**config.mk**
```make
export PLATFORM = sky130hd
export DESIGN_NAME = bar_xlat_window
export DESIGN_NICKNAME = d
export VERILOG_FILES = /design/src/rtl/bar_xlat_window.sv
export SDC_FILE = /design/constraint.sdc
export NUM_CORES = 1
export LEC_CHECK = 0
export BUFFER_PORTS_ARGS = -buffer_cell sky130_fd_sc_hd__buf_2
export CORE_ASPECT_RATIO = 0.6
export CORE_MARGIN = 4
export CORE_UTILIZATION = 46
export CTS_CLUSTER_SIZE = 20
export DETAILED_ROUTE_END_ITERATION = 16
export GPL_TIMING_DRIVEN = 1
export PLACE_DENSITY_LB_ADDON = 0.05
export SYNTH_ARGS = -nofsm -noshare
export SYNTH_HDL_FRONTEND = slang
export SYNTH_SLANG_ARGS = --single-unit
export TNS_END_PERCENT = 30
```
**constraint.sdc**
```tcl
create_clock -name clk -period 2.8 [get_ports clk]
set_input_delay 0.56 -clock clk [delete_from_list [all_inputs] [get_ports clk]]
set_output_delay 0.56 -clock clk [all_outputs]
set_load 0.01 [all_outputs]
```
**src/rtl/bar_xlat_window.sv**
```systemverilog
module bar_xlat_window #(
  parameter int MEM_MIN_LOG2 = 12,
  parameter int IO_MIN_LOG2  = 6,
  parameter int IO_MAX_LOG2  = 8
) (
  input  logic        clk,
  input  logic        rst_n,
  input  logic        cfg_wr,
  input  logic [1:0]  cfg_sel,
  input  logic [31:0] cfg_wdata,
  output logic [31:0] cfg_rdata,
  input  logic        req_valid,
  input  logic        req_io,
  input  logic [31:0] req_addr,
  output logic        hit,
  output logic [31:0] xlat_addr
);
  localparam logic [1:0] SEL_BASE  = 2'd0;
  localparam logic [1:0] SEL_SETUP = 2'd1;
  localparam logic [1:0] SEL_XBASE = 2'd2;

  logic [31:0] base_q, setup_q, xbase_q;

  wire         is_io    = setup_q[0];
  wire  [31:0] fld_mask = is_io ? {setup_q[31:2], 2'b00} : {setup_q[31:4], 4'b0000};
  wire  [31:0] inv_mask = ~fld_mask;
  wire         contig   = ((inv_mask & (inv_mask + 32'd1)) == 32'd0);
  wire         mem_ok   = !is_io && (fld_mask[MEM_MIN_LOG2-1:0] == '0) && (setup_q[2:1] == 2'b00);
  wire         io_ok    = is_io && (fld_mask[IO_MIN_LOG2-1:0] == '0) && fld_mask[IO_MAX_LOG2];
  wire         win_ok   = setup_q[31] && contig && (mem_ok || io_ok);
  wire  [31:0] wr_mask  = win_ok ? fld_mask : 32'd0;
  wire  [31:0] attr     = !win_ok ? 32'd0 : (is_io ? 32'd1 : {28'd0, setup_q[3], 3'b000});

  always_ff @(posedge clk or negedge rst_n) begin
    if (!rst_n) begin
      base_q  <= '0;
      setup_q <= '0;
      xbase_q <= '0;
    end else if (cfg_wr) begin
      case (cfg_sel)
        SEL_BASE:  base_q  <= cfg_wdata & wr_mask;
        SEL_SETUP: setup_q <= cfg_wdata;
        SEL_XBASE: xbase_q <= cfg_wdata;
        default: ;
      endcase
    end
  end

  always_comb begin
    case (cfg_sel)
      SEL_BASE:  cfg_rdata = (base_q & wr_mask) | attr;
      SEL_SETUP: cfg_rdata = setup_q;
      SEL_XBASE: cfg_rdata = xbase_q;
      default:   cfg_rdata = 32'd0;
    endcase
  end

  assign hit       = req_valid && win_ok && (req_io == is_io) &&
                     ((req_addr & wr_mask) == (base_q & wr_mask));
  assign xlat_addr = (xbase_q & wr_mask) | (req_addr & ~wr_mask);

  property p_reset_clear;
    @(posedge clk) !rst_n |=> (base_q == 32'd0 && setup_q == 32'd0 && xbase_q == 32'd0);
  endproperty
  assert_reset_clear_R1: assert property (p_reset_clear);

  assert_base_masked_write_R3: assert property (@(posedge clk) disable iff (!rst_n)
    (cfg_wr && cfg_sel == SEL_BASE) |=> (base_q == ($past(cfg_wdata) & $past(wr_mask))));

  assert_base_untouched_R3: assert property (@(posedge clk) disable iff (!rst_n)
    (cfg_wr && cfg_sel != SEL_BASE) |=> $stable(base_q));

  assert_hit_needs_enable_R4: assert property (@(posedge clk) disable iff (!rst_n)
    hit |-> (setup_q[31] && fld_mask[31]));

  assert_hit_space_R7: assert property (@(posedge clk) disable iff (!rst_n)
    hit |-> (req_io == setup_q[0]));

  assert_hit_matches_base_R6: assert property (@(posedge clk) disable iff (!rst_n)
    hit |-> (((req_addr ^ base_q) & fld_mask) == 32'd0));

  assert_xlat_offset_R8: assert property (@(posedge clk) disable iff (!rst_n)
    hit |-> (((xlat_addr ^ req_addr) & ~fld_mask) == 32'd0));
endmodule

```
# After elaboration in Yosys (flattened, before gate mapping)
# Index checks and enable logic that the tools add are counted.
[totals]
register_bits = 96
in_bits = 71
out_inout_bits = 65
[op_classes]
addsub = 1
n_eq_ne = 4
mux = 5
bitwise_logic = 10
n_reduce_logical = 19
[ops]
columns = ["operator", "n"]
rows = [
  ["$and A32 B32 Y32", 6],
  ["$pmux W32 S3", 1],
  ["$not A32 Y32", 2],
  ["$add A32 B1 Y32 const B", 1],
  ["$eq A32 B32 Y1", 1],
  ["$logic_not A32 Y1", 1],
  ["$mux W32", 1],
  ["$or A32 B32 Y32", 1],
  ["$or A32 B4 Y32", 1],
  ["$logic_not A12 Y1", 1],
  ["$mux W4", 3],
  ["$logic_and A1 B1 Y1", 9],
  ["$logic_not A6 Y1", 1],
  ["$reduce_and A2 Y1", 3],
  ["$logic_not A2 Y1", 2],
  ["$eq A2 B1 Y1 const B", 1],
  ["$eq A2 B2 Y1 const B", 1],
  ["$eq A1 B1 Y1", 1],
  ["$logic_not A1 Y1", 1],
  ["$logic_or A1 B1 Y1", 1],
]

# Depth between registers and ports, before layout
# Gate-level depths: netlist of the first run.
[depth]
word_depth = 11
mapped_depth = 10

# Worst setup path before layout of the first run
# Ideal clock, no wire load.
[synth_path]
path_kind = "reg-to-output"
start = "reg setup_q[7]"
end = "out cfg_rdata[14]"
t_arrival_ns = 2.327
t_required_ns = 2.240
setup_slack_ns = -0.087
stages_incl_launch_ff = 11
path_buffers = 4
cell_sequence = "dfrtp_1 -> buf_2 -> nor4_4 -> nand4_2 -> o41ai_2 -> o211a_1 -> buf_6 -> nand3_4 -> buf_6 -> buf_6 -> o31ai_1"
[synth_via]
elab_chain_len = 10
[synth_rtl]
columns = ["element", "line_no", "rtl"]
rows = [
  ["from (decl)", "22", "logic [31:0] base_q, setup_q, xbase_q;"],
  ["from (signal assigned)", "42", "SEL_SETUP: setup_q <= cfg_wdata;"],
  ["$not A32 Y32", "26", "wire [31:0] inv_mask = ~fld_mask;"],
  ["$add A32 B1 Y32", "27", "wire contig = ((inv_mask & (inv_mask + 32'd1)) == 32'd0);"],
  ["$and A32 B32 Y32", "27", ""],
  ["$logic_not A32 Y1", "27", ""],
  ["$logic_and A1 B1 Y1", "30", "wire win_ok = setup_q[31] && contig && (mem_ok || io_ok);"],
  ["$logic_and A1 B1 Y1 (*)", "30", ""],
  ["$mux W32 (*)", "31", "wire [31:0] wr_mask = win_ok ? fld_mask : 32'd0;"],
  ["$and A32 B32 Y32 (*)", "51", "SEL_BASE: cfg_rdata = (base_q & wr_mask) | attr;"],
  ["$or A32 B4 Y32 (*)", "51", ""],
  ["$pmux W32 S3 (*)", "50", "case (cfg_sel)"],
  ["to (decl)", "11", "output logic [31:0] cfg_rdata,"],
]
# Every way passes the cells marked *; elsewhere a longest branch is shown, timed or not.

# Worst setup path after layout of the first run
[layout_path]
start = "reg setup_q[7]"
end = "out cfg_rdata[20]"
# Same word-level chain as after synthesis.

==> results of run 1 <==
==> cell type report <==
cell class              instances  share of cell area [%]
multi-input cells             388                    42.9
flip-flops and latches         91                    31.4
repair buffers                193                    17.9
clock buffers                  10                    3.30
well taps                     160                    2.76
clock inverters                 6                    1.55
inverters                       3                   0.155
==> cells in the final DEF, fill, tap and decap left out, drive strengths merged, types with 2 or more instances in the layout <==
cell	count
bufinv	3
buf	193
nand3b	2
nand4	28
nand3	25
o21ai	31
nor2	14
nand2b	2
a21oi	3
xnor2	3
inv	3
and2	3
a221oi	5
mux2	90
xor2	24
nand2	66
clkinvlp	3
clkbuf	10
a22o	7
nor4	3
o221ai	2
nor2b	3
dfrtp	91
nor3	6
a22oi	30
o31ai	25
==> state kept, by name, indices dropped and copies added (netlist names) <==
signal / count
setup_q: 32
xbase_q: 32
base_q: 27
==> layer usage <==
layer	global-route usage, %	up-vias	routed length, um
met2	37.5	246	7520
met3	7.95	27	1830
li1	-	2272	-
met5	0	-	0
met4	6.92	0	253
met1	39.3	2510	8360
==> path summary, 6_finish.rpt <==
path	from	to	cells past startpoint
setup / recovery	setup_q[7]$_DFFE_PN0P_	cfg_rdata[20]	10
min in group clk	cfg_wdata[3]	xbase_q[3]$_DFFE_PN0P_	2
hold / removal	rst_n	xbase_q[20]$_DFFE_PN0P_	1
max in group asynchronous	rst_n	xbase_q[10]$_DFFE_PN0P_	2
hold reg to reg	base_q[3]$_DFFE_PN0P_	base_q[3]$_DFFE_PN0P_	1
setup reg to reg	setup_q[7]$_DFFE_PN0P_	base_q[21]$_DFFE_PN0P_	10
==> report_power, final <==
group	internal, mW	total (mW)	switching, mW
clock network	0.897	1.44	0.544
logic	0.572	1.19	0.618
registers	1.49	1.64	0.145
total	2.96	4.27	1.31
==> what timing repair did <==
item / in CTS / in global routing
buffers inserted: 1 / 2
gates cloned: 1 / 0
gates resized for setup: 27 / 27
setup endpoints to repair: 55 / 55
pin swaps: 6 / 4
==> cell families (layout without fill, tap and decap cells) <==
kind of cell	Yosys count	after routing	synth area share (%)
and+or+nand+nor	157	157	14.6
AOI/OAI and AO/OA	114	114	14.9
DFF	91	91	42.0
muxes	90	90	18.7
buffers and inverters	63	212	5.36
xor gates and xnor gates	27	27	4.37
==> metrics by stage <==
step	worst slack, ns	hold slack, ns	power [mW]	std cells
2_1_floorplan	-0.00232	0.264	2.22	542
3_3_place_gp	-0.201	0.467	2.73	831
3_5_place_dp	-0.160	0.470	2.75	831
4_1_cts	-0.471	0.202	4.23	849
5_1_grt	-0.596	0.227	4.45	851
6_report	-0.498	0.184	4.27	851
==> metrics, run 1 <==
FP Rows=30; total global routing overflow=0; top_reg_cell synth=dfrtp_1; Slew headroom=52.4%; crit-path leading delay family=simple AND/OR/NAND/NOR gates; Clock Path Buffers=2; Yosys warnings=0; layout cell share with drive strength beyond 1=48.6%; Hold WC Path Type=in2async; Mapped Nets=between 600 and 700; CTS tree=built; Buf+Inv Stages, Crit Path=4; largest net degree at the start of global routing=40; footprint of the multi-input gates=a little over 3000 um^2; IO Port Bufs=roughly 120; Post-synth EDFFs=0; DIE HEIGHT=approximately 92 um; Final Core Density=between 60 and 70%; critical path data arrival time=2.74 ns; Max Cap Violations=0; critical path class=reg2out; mean area per synthesized cell=9.99 um^2; fin crit period=around 3.3 ns; I/O Pins=between 100 and 150; setup violators final=55; Synth Instances=about 540; Routed wire per std cell=about 21 um; top cell type's share of synthesized area=42.0%; Final TNS setup=-24.57 ns; Clock transition at path regs=about 0.06 ns; register area share after synthesis=a little over two fifths; PwrDens=between 500 and 600 nW/um^2; GRT Overall Usage=26.5%; Yosys reg bits=between 90 and 100; worst-path fanout max=16; CP Launch Type=flop; Starting Density=a little under half; DRT iter0 DRCs=409; r2r setup slk=0.38 ns; CP peak stage delay=between 0.4 and 0.5 ns; H-Tree Depth=3; final hold vios=0; most frequent cell after synthesis=dfrtp_1; Nets=between 700 and 800; clock root buffer master=clkbuf_16; cell taking the most area after synthesis=dfrtp_1; total CTS buffers=9; placed inst area=around 6500 um^2; routed vias/inst=around 5.9; setup slack after layout=-0.498 ns; number of diodes=0; DP HPWL=13,000 um; period utilization=118%; Vias=a little over 5,000; Worst-Margin Slew=a little over 0.7 ns; P&R area growth vs syn=33.7%; Antenna Nets Post-Route=0; Seq. cell area=approximately 2300 um^2; first-pass GRT wire length=28,100 um; Lkg Pwr=between 3 and 4 nW; clock sink total=91; Die Span X=between 100 and 150 um; slowest CP cell=dfrtp_1; peak supply drop=approximately 330 uV; Placer Congestion=about 1; fin. max-slew vios=0; vias in the first global route=between 4,000 and 5,000; post-cts hold buffer count=0; Final Cell Area=around 7200 um^2; Async S/R FF share, synth=100%; fillers=~950; Worst Setup End Kind=output pin; Netlist Area Pre-Place=about 5400 um^2; library cells used by synthesis=48; WP data required=2.24 ns; initial antenna violation count=0; main area contributors after synthesis=dfrtp_1, mux2_2, nand2_1; die area=13,600 um^2; DR pass1 iterations=5; Top cell by count, worst path=buf_4; Worst-Skew Late Latency=about 0.35 ns; Clock Skews=between 0.008 and 0.009 ns; WL final=18,000 um; failing checks=negative setup slack; RSZ-0062 raised after global routing=true; DRC violations left=0; status=finished, violations left; core area=about 11,000 um^2; crit path cell chain=nor4_4 > buf_4 > nand3_1 > buf_4 > nor2_1 > o2111a_2 > nand3_4 > buf_12 > o31ai_2 > buf_2; leading cell types by count after synthesis=dfrtp_1, mux2_2, nand2_1; f_max=just over 300 MHz
No activity file was read; power rests on OpenSTA's default activity.
==> run 2: changes to the inputs <==
RECOVER_POWER = 100   (was not set)
SLEW_MARGIN = 30   (was not set)
==> run 2 against run 1 <==
Against the previous run:
- the flow finishes with violations (max-capacitance violations, max-slew violations, negative setup slack)
- count of clock-buffer cells in the layout unchanged
- combinational power about the same
- global-route usage unchanged
- non-clock buffer count unchanged
- largest power group unchanged
- highest routed layer unchanged
==> metrics, run 2 (same netlist as run 1, synthesis figures left out) <==
status=finished, violations left; failing checks=max-capacitance violations, max-slew violations, negative setup slack; GRT Overall Usage=26.5% (unchanged); layout cell share with drive strength beyond 1=47.6% (-1.0 points); Lkg Pwr=3.12 nW (-0.79%); Hold WC Path Type=in2reg; core area=11,400 um^2 (unchanged); Nets=757 (unchanged); Finished Layout Cells=851 (unchanged); CTS tree=built; total CTS buffers=9 (unchanged); DRC violations left=0 (unchanged); DR pass1 iterations=5 (unchanged); Starting Density=47.5% (unchanged); initial antenna violation count=0 (unchanged); die area=13,600 um^2 (unchanged); setup violators final=58 (+5.5%); PwrDens=590 nW/um^2 (+0.22%); Worst Setup End Kind=output pin; clock sink total=91 (unchanged); cell count after placement=831 (unchanged); Top Registers=setup_q x32, xbase_q x32, base_q x27; number of diodes=0 (unchanged); Placer Congestion=1.00 (unchanged); Max Cap Violations=1 (+1); RSZ-0062 raised after global routing=true; Routed wire per std cell=21.0 um (-0.33%); Worst-Margin Slew=2.16 ns (+1.45 ns); critical path data arrival time=2.71 ns (-0.03 ns); vias in the first global route=4,979 (unchanged); setup slack after layout=-0.471 ns (+0.0277 ns); peak supply drop=329 uV (-0.29%); commonest non-fill, non-tap cell in the layout=buf_2; Vias=5,060 (+0.099%); WP data required=2.24 ns (about the same); Antenna Nets Post-Route=0 (unchanged); P&R area growth vs syn=32.9%; total global routing overflow=0 (unchanged); f_max=306 MHz (+0.85%); Slew headroom=-44.0% (-96 points); Final Cell Area=7200 um^2 (-0.57%); routed vias/inst=5.95 (about the same); first-pass GRT wire length=28,100 um (unchanged); post-cts hold buffer count=0 (unchanged); period utilization=117% (-0.99 points); commonest cells after routing, fill and taps aside=buf_2, dfrtp_1, mux2_2; I/O Pins=136 (unchanged); critical path class=reg2out; WL final=17,900 um (-0.33%); Die Span X=148 um (unchanged); IO Port Bufs=123 (unchanged); fillers=963 (+1.2%); DIE HEIGHT=92.1 um (unchanged); H-Tree Depth=3 (unchanged); fin crit period=3.27 ns (-0.0277 ns); Clock Path Buffers=2 (unchanged); Clock transition at path regs=0.07 ns (about the same); Clock Skews=0.00702 ns (-0.00139 ns); placed inst area=6540 um^2 (unchanged); DP HPWL=13,000 um (unchanged); worst-path fanout max=16 (unchanged); final hold vios=0 (unchanged); FP Rows=30 (unchanged); DRT iter0 DRCs=422 (+3.2%); largest net degree at the start of global routing=40 (unchanged); Worst-Skew Late Latency=0.35 ns (about the same); fin. max-slew vios=40 (+40); clock root buffer master=clkbuf_16; CP Launch Type=flop
==> run 2: power by group <==
part	total (mW)	switching (mW)	leakage [nW]	internal, mW
sequential	1.64	0.145	1.13	1.49
clock	1.43	0.536	0.161	0.897
combinational	1.18	0.617	1.83	0.565
total	4.25	1.30	3.12	2.95
==> run 2: final timing paths <==
check	from	end	slack, ns	cells after the start
worst max-delay path	setup_q[7]$_DFFE_PN0P_	cfg_rdata[20]	-0.47	10
worst min-delay path	cfg_wdata[3]	setup_q[3]$_DFFE_PN0P_	0.46	2
worst max register to register	setup_q[7]$_DFFE_PN0P_	base_q[21]$_DFFE_PN0P_	0.41	10
worst min register to register	base_q[3]$_DFFE_PN0P_	base_q[3]$_DFFE_PN0P_	0.48	1
max in group asynchronous	rst_n	xbase_q[25]$_DFFE_PN0P_	0.36	2
min in group asynchronous	rst_n	xbase_q[20]$_DFFE_PN0P_	0.83	1
==> run 2: through the flow <==
| step | setup TNS, ns | util, % | power (mW) | worst slack, ns | hold WS [ns] |
|---|---|---|---|---|---|
| 3_3_place_gp | -4.34 | 57.3 | 2.73 | -0.201 | 0.467 |
| 4_1_cts | -23.42 | 61.9 | 4.23 | -0.471 | 0.202 |
| 2_1_floorplan | -0.0116 | - | 2.22 | -0.00232 | 0.264 |
| 3_5_place_dp | -3.14 | 57.3 | 2.75 | -0.160 | 0.470 |
| 5_1_grt | -34.13 | 63.1 | 4.44 | -0.596 | 0.456 |
| 6_report | -23.15 | 63.1 | 4.25 | -0.471 | 0.458 |
==> run 2: critical path: stages, from the launching register on <==
cell,delay [ns]
dfrtp_1,0.41
nor4_4,0.36
buf_4,0.18
nand3_1,0.10
buf_4,0.15
nor2_1,0.10
o2111a_2,0.28
nand3_4,0.16
buf_12,0.21
o31ai_2,0.23
buf_2,0.17
==> run 2: routing by layer <==
layer / routed length (um) / up-vias / track usage (%)
met5: 0 / - / 0
met1: 8350 / 2527 / 39.3
li1: - / 2274 / -
met2: 7530 / 229 / 37.5
met3: 1750 / 30 / 7.95
met4: 281 / 0 / 6.92
==> run 2: timing repair <==
item / 4_1_cts / 5_1_grt
pin swaps: 6 / 4
endpoints found under the setup margin: 55 / 55
setup buffers: 1 / 2
cloned: 1 / 0
gates resized for setup: 27 / 27
==> run 2: layout make-up <==
type,instances,area (um^2),share of cell area (%)
inverter,3,11.3,0.156
clock inverter,6,113,1.56
tap,160,200,2.78
timing repair buffer,193,1260,17.5
multi-input combinational,388,3100,43.1
sequential,91,2280,31.6
clock buffer,10,239,3.32
==> run 3: changes to the inputs <==
BUFFER_PORTS_ARGS = not set   (was -buffer_cell sky130_fd_sc_hd__buf_2)
DONT_BUFFER_PORTS = 1   (was not set)
PLACE_DENSITY_LB_ADDON = 0.2   (was 0.05)
==> run 3 against run 2 <==
Against the previous run:
- critical path type unchanged
- maximum frequency increased by 1.7%
- register-to-register slack improved by 0.19 ns
- sequential share of layout area increased by 3.2 points
- the run still ends with max-capacitance violations, max-slew violations, negative setup slack left
- global-route usage decreased by 1.3 points
- via count decreased by 10%
- setup slack improved by 0.055 ns
- sequential cell count unchanged
- power decreased by 8.5%
- highest routed layer unchanged
==> metrics, run 3 (same netlist as run 1, synthesis figures left out) <==
commonest cells after routing, fill and taps aside=dfrtp_1, mux2_2, buf_4; clock root buffer master=clkbuf_16; largest net degree at the start of global routing=92 (+130%); r2r setup slk=0.60 ns (+0.19 ns); number of diodes=0 (unchanged); Finished Layout Cells=736 (-14%); vias in the first global route=4,715 (-5.3%); peak supply drop=376 uV (+14%); DP HPWL=12,000 um (-7.8%); Die Span X=148 um (unchanged); Slew headroom=-56.1% (-12 points); setup slack after layout=-0.416 ns (+0.0547 ns); die area=13,600 um^2 (unchanged); layout cell share with drive strength beyond 1=38.7% (-8.9 points); PwrDens=595 nW/um^2 (+0.83%); routed vias/inst=6.18 (+3.9%); RSZ-0062 raised after global routing=true; initial antenna violation count=0 (unchanged); H-Tree Depth=3 (unchanged); Worst-Skew Late Latency=0.34 ns (about the same); Worst Reg2Reg Path Length in Cells=8 (-2); DRC violations left=0 (unchanged); placed inst area=5990 um^2 (-8.5%); Endpoint, Worst Hold=base_q[23]$_DFFE_PN0P_; status=finished, violations left; CP Launch Type=flop; Vias=4,546 (-10%); Antenna Nets Post-Route=0 (unchanged); Worst Setup End Kind=output pin; total CTS buffers=9 (unchanged); f_max=311 MHz (+1.7%); Lkg Pwr=2.63 nW (-16%); Clock Skews=0.00809 ns (+0.00107 ns); I/O Pins=136 (unchanged); P&R area growth vs syn=20.6%; Max Cap Violations=1 (unchanged); Routed wire per std cell=23.1 um (+9.8%); RR Endpoint=base_q[26]$_DFFE_PN0P_; setup violators final=55 (-5.2%); failing checks=max-capacitance violations, max-slew violations, negative setup slack; critical path class=reg2out; Nets=644 (-15%); DRT iter0 DRCs=348 (-18%); DIE HEIGHT=92.1 um (unchanged); Hold WC Path Type=in2reg; fin. max-slew vios=92 (+130%); Critical R2R Launch=setup_q[10]$_DFFE_PN0P_; total global routing overflow=0 (unchanged); FP Rows=30 (unchanged); first-pass GRT wire length=26,900 um (-4.2%); fin crit period=3.22 ns (-0.0547 ns); commonest non-fill, non-tap cell in the layout=dfrtp_1; hold_sp=cfg_wdata[23]; critical path data arrival time=2.66 ns (-0.05 ns); Hold Path Depth=2 (unchanged); WL final=17,000 um (-5.0%); Final Cell Area=6530 um^2 (-9.3%); IO Port Bufs=0 (-100%); Top Registers=setup_q x32, xbase_q x32, base_q x27; worst-path fanout max=26 (+10); period utilization=115% (-2.0 points); Clock Path Buffers=2 (unchanged); Clock transition at path regs=0.06 ns (about the same); clock sink total=91 (unchanged); Placer Congestion=0.956 (-4.5%); final hold vios=0 (unchanged); cell count after placement=720 (-13%); DR pass1 iterations=5 (unchanged); Hold WS=0.349 ns (-0.110 ns); Starting Density=47.5% (unchanged); core area=11,400 um^2 (unchanged); Final Total Pwr=3.89 mW (-8.5%); WP data required=2.24 ns (about the same); Worst-Margin Slew=2.34 ns (+0.181 ns); CTS tree=built; GRT Overall Usage=25.2% (-1.3 points)
[run 3: changes by cell type in the layout (fill, tap and decap cells not counted), moves of 3 or more]
cell and change:
o31ai_1 -5, buf_4 +16, clkinvlp_4 -3, o31ai_2 +5
buf_6 -6, buf_2 -115
[run 3: what timing repair did]
action,CTS,global route
hold buffers,1,0
setup buffers,0,1
resized for setup,41,14
hold endpoints to repair,91,0
pin swaps,6,3
setup endpoints to repair,55,55
[run 3: worst max-delay path, stage by stage, from the launching register on]
cell and delay [ns]:
dfrtp_1 0.41, nor4_4 0.35, buf_4 0.20, nand3_2 0.08, a211oi_2 0.20, o2111a_2 0.31
nand3_4 0.12, buf_12 0.20, o31ai_2 0.26, buf_4 0.17
[run 3: power by group]
| group | internal [mW] | total, mW | switching (mW) | leakage, nW |
|---|---|---|---|---|
| combinational | 0.502 | 1.03 | 0.533 | 1.35 |
| sequential | 1.49 | 1.65 | 0.158 | 1.13 |
| clock | 0.704 | 1.21 | 0.501 | 0.141 |
| total | 2.70 | 3.89 | 1.19 | 2.63 |
[run 3: worst max path at each step]
stage	from	end	slack (ns)
finish	setup_q[10]$_DFFE_PN0P_	cfg_rdata[18]	-0.42
global route	setup_q[12]$_DFFE_PN0P_	xlat_addr[23]	-0.52
CTS	setup_q[10]$_DFFE_PN0P_	cfg_rdata[23]	-0.34
detailed placement	setup_q[10]$_DFFE_PN0P_	xlat_addr[23]	-0.14
global placement	setup_q[4]$_DFFE_PN0P_	cfg_rdata[20]	-0.05
floorplan	setup_q[8]$_DFFE_PN0P_	cfg_rdata[14]	-0.002
[run 3: layer usage]
layer  vias up  part of all wire [%]  GRT usage, %
met4         0                   1.1          6.23
met5         -                     0             0
met1      2238                    45          36.9
met3        17                    11          8.89
li1       2050                     -             -
met2       241                    42          35.2
[run 3: metrics by stage]
| step | worst slack (ns) | setup TNS, ns | utilization, % |
|---|---|---|---|
| after global placement | -0.0486 | -0.162 | 52.5 |
| final | -0.416 | -18.37 | 57.2 |
| after detailed placement | -0.138 | -2.45 | 52.5 |
| after global routing | -0.521 | -24.76 | 57.2 |
| after CTS | -0.342 | -15.62 | 57.0 |
| after floorplan | -0.00232 | -0.0116 | - |
[run 3: final cells by class]
class / instances / area [um^2]
inverter: 3 / 11.3
timing repair buffer: 80 / 637
tap: 160 / 200
multi-input combinational: 388 / 3120
sequential: 91 / 2280
fill: 994 / 4880
clock buffer: 11 / 243
clock inverter: 3 / 40.0
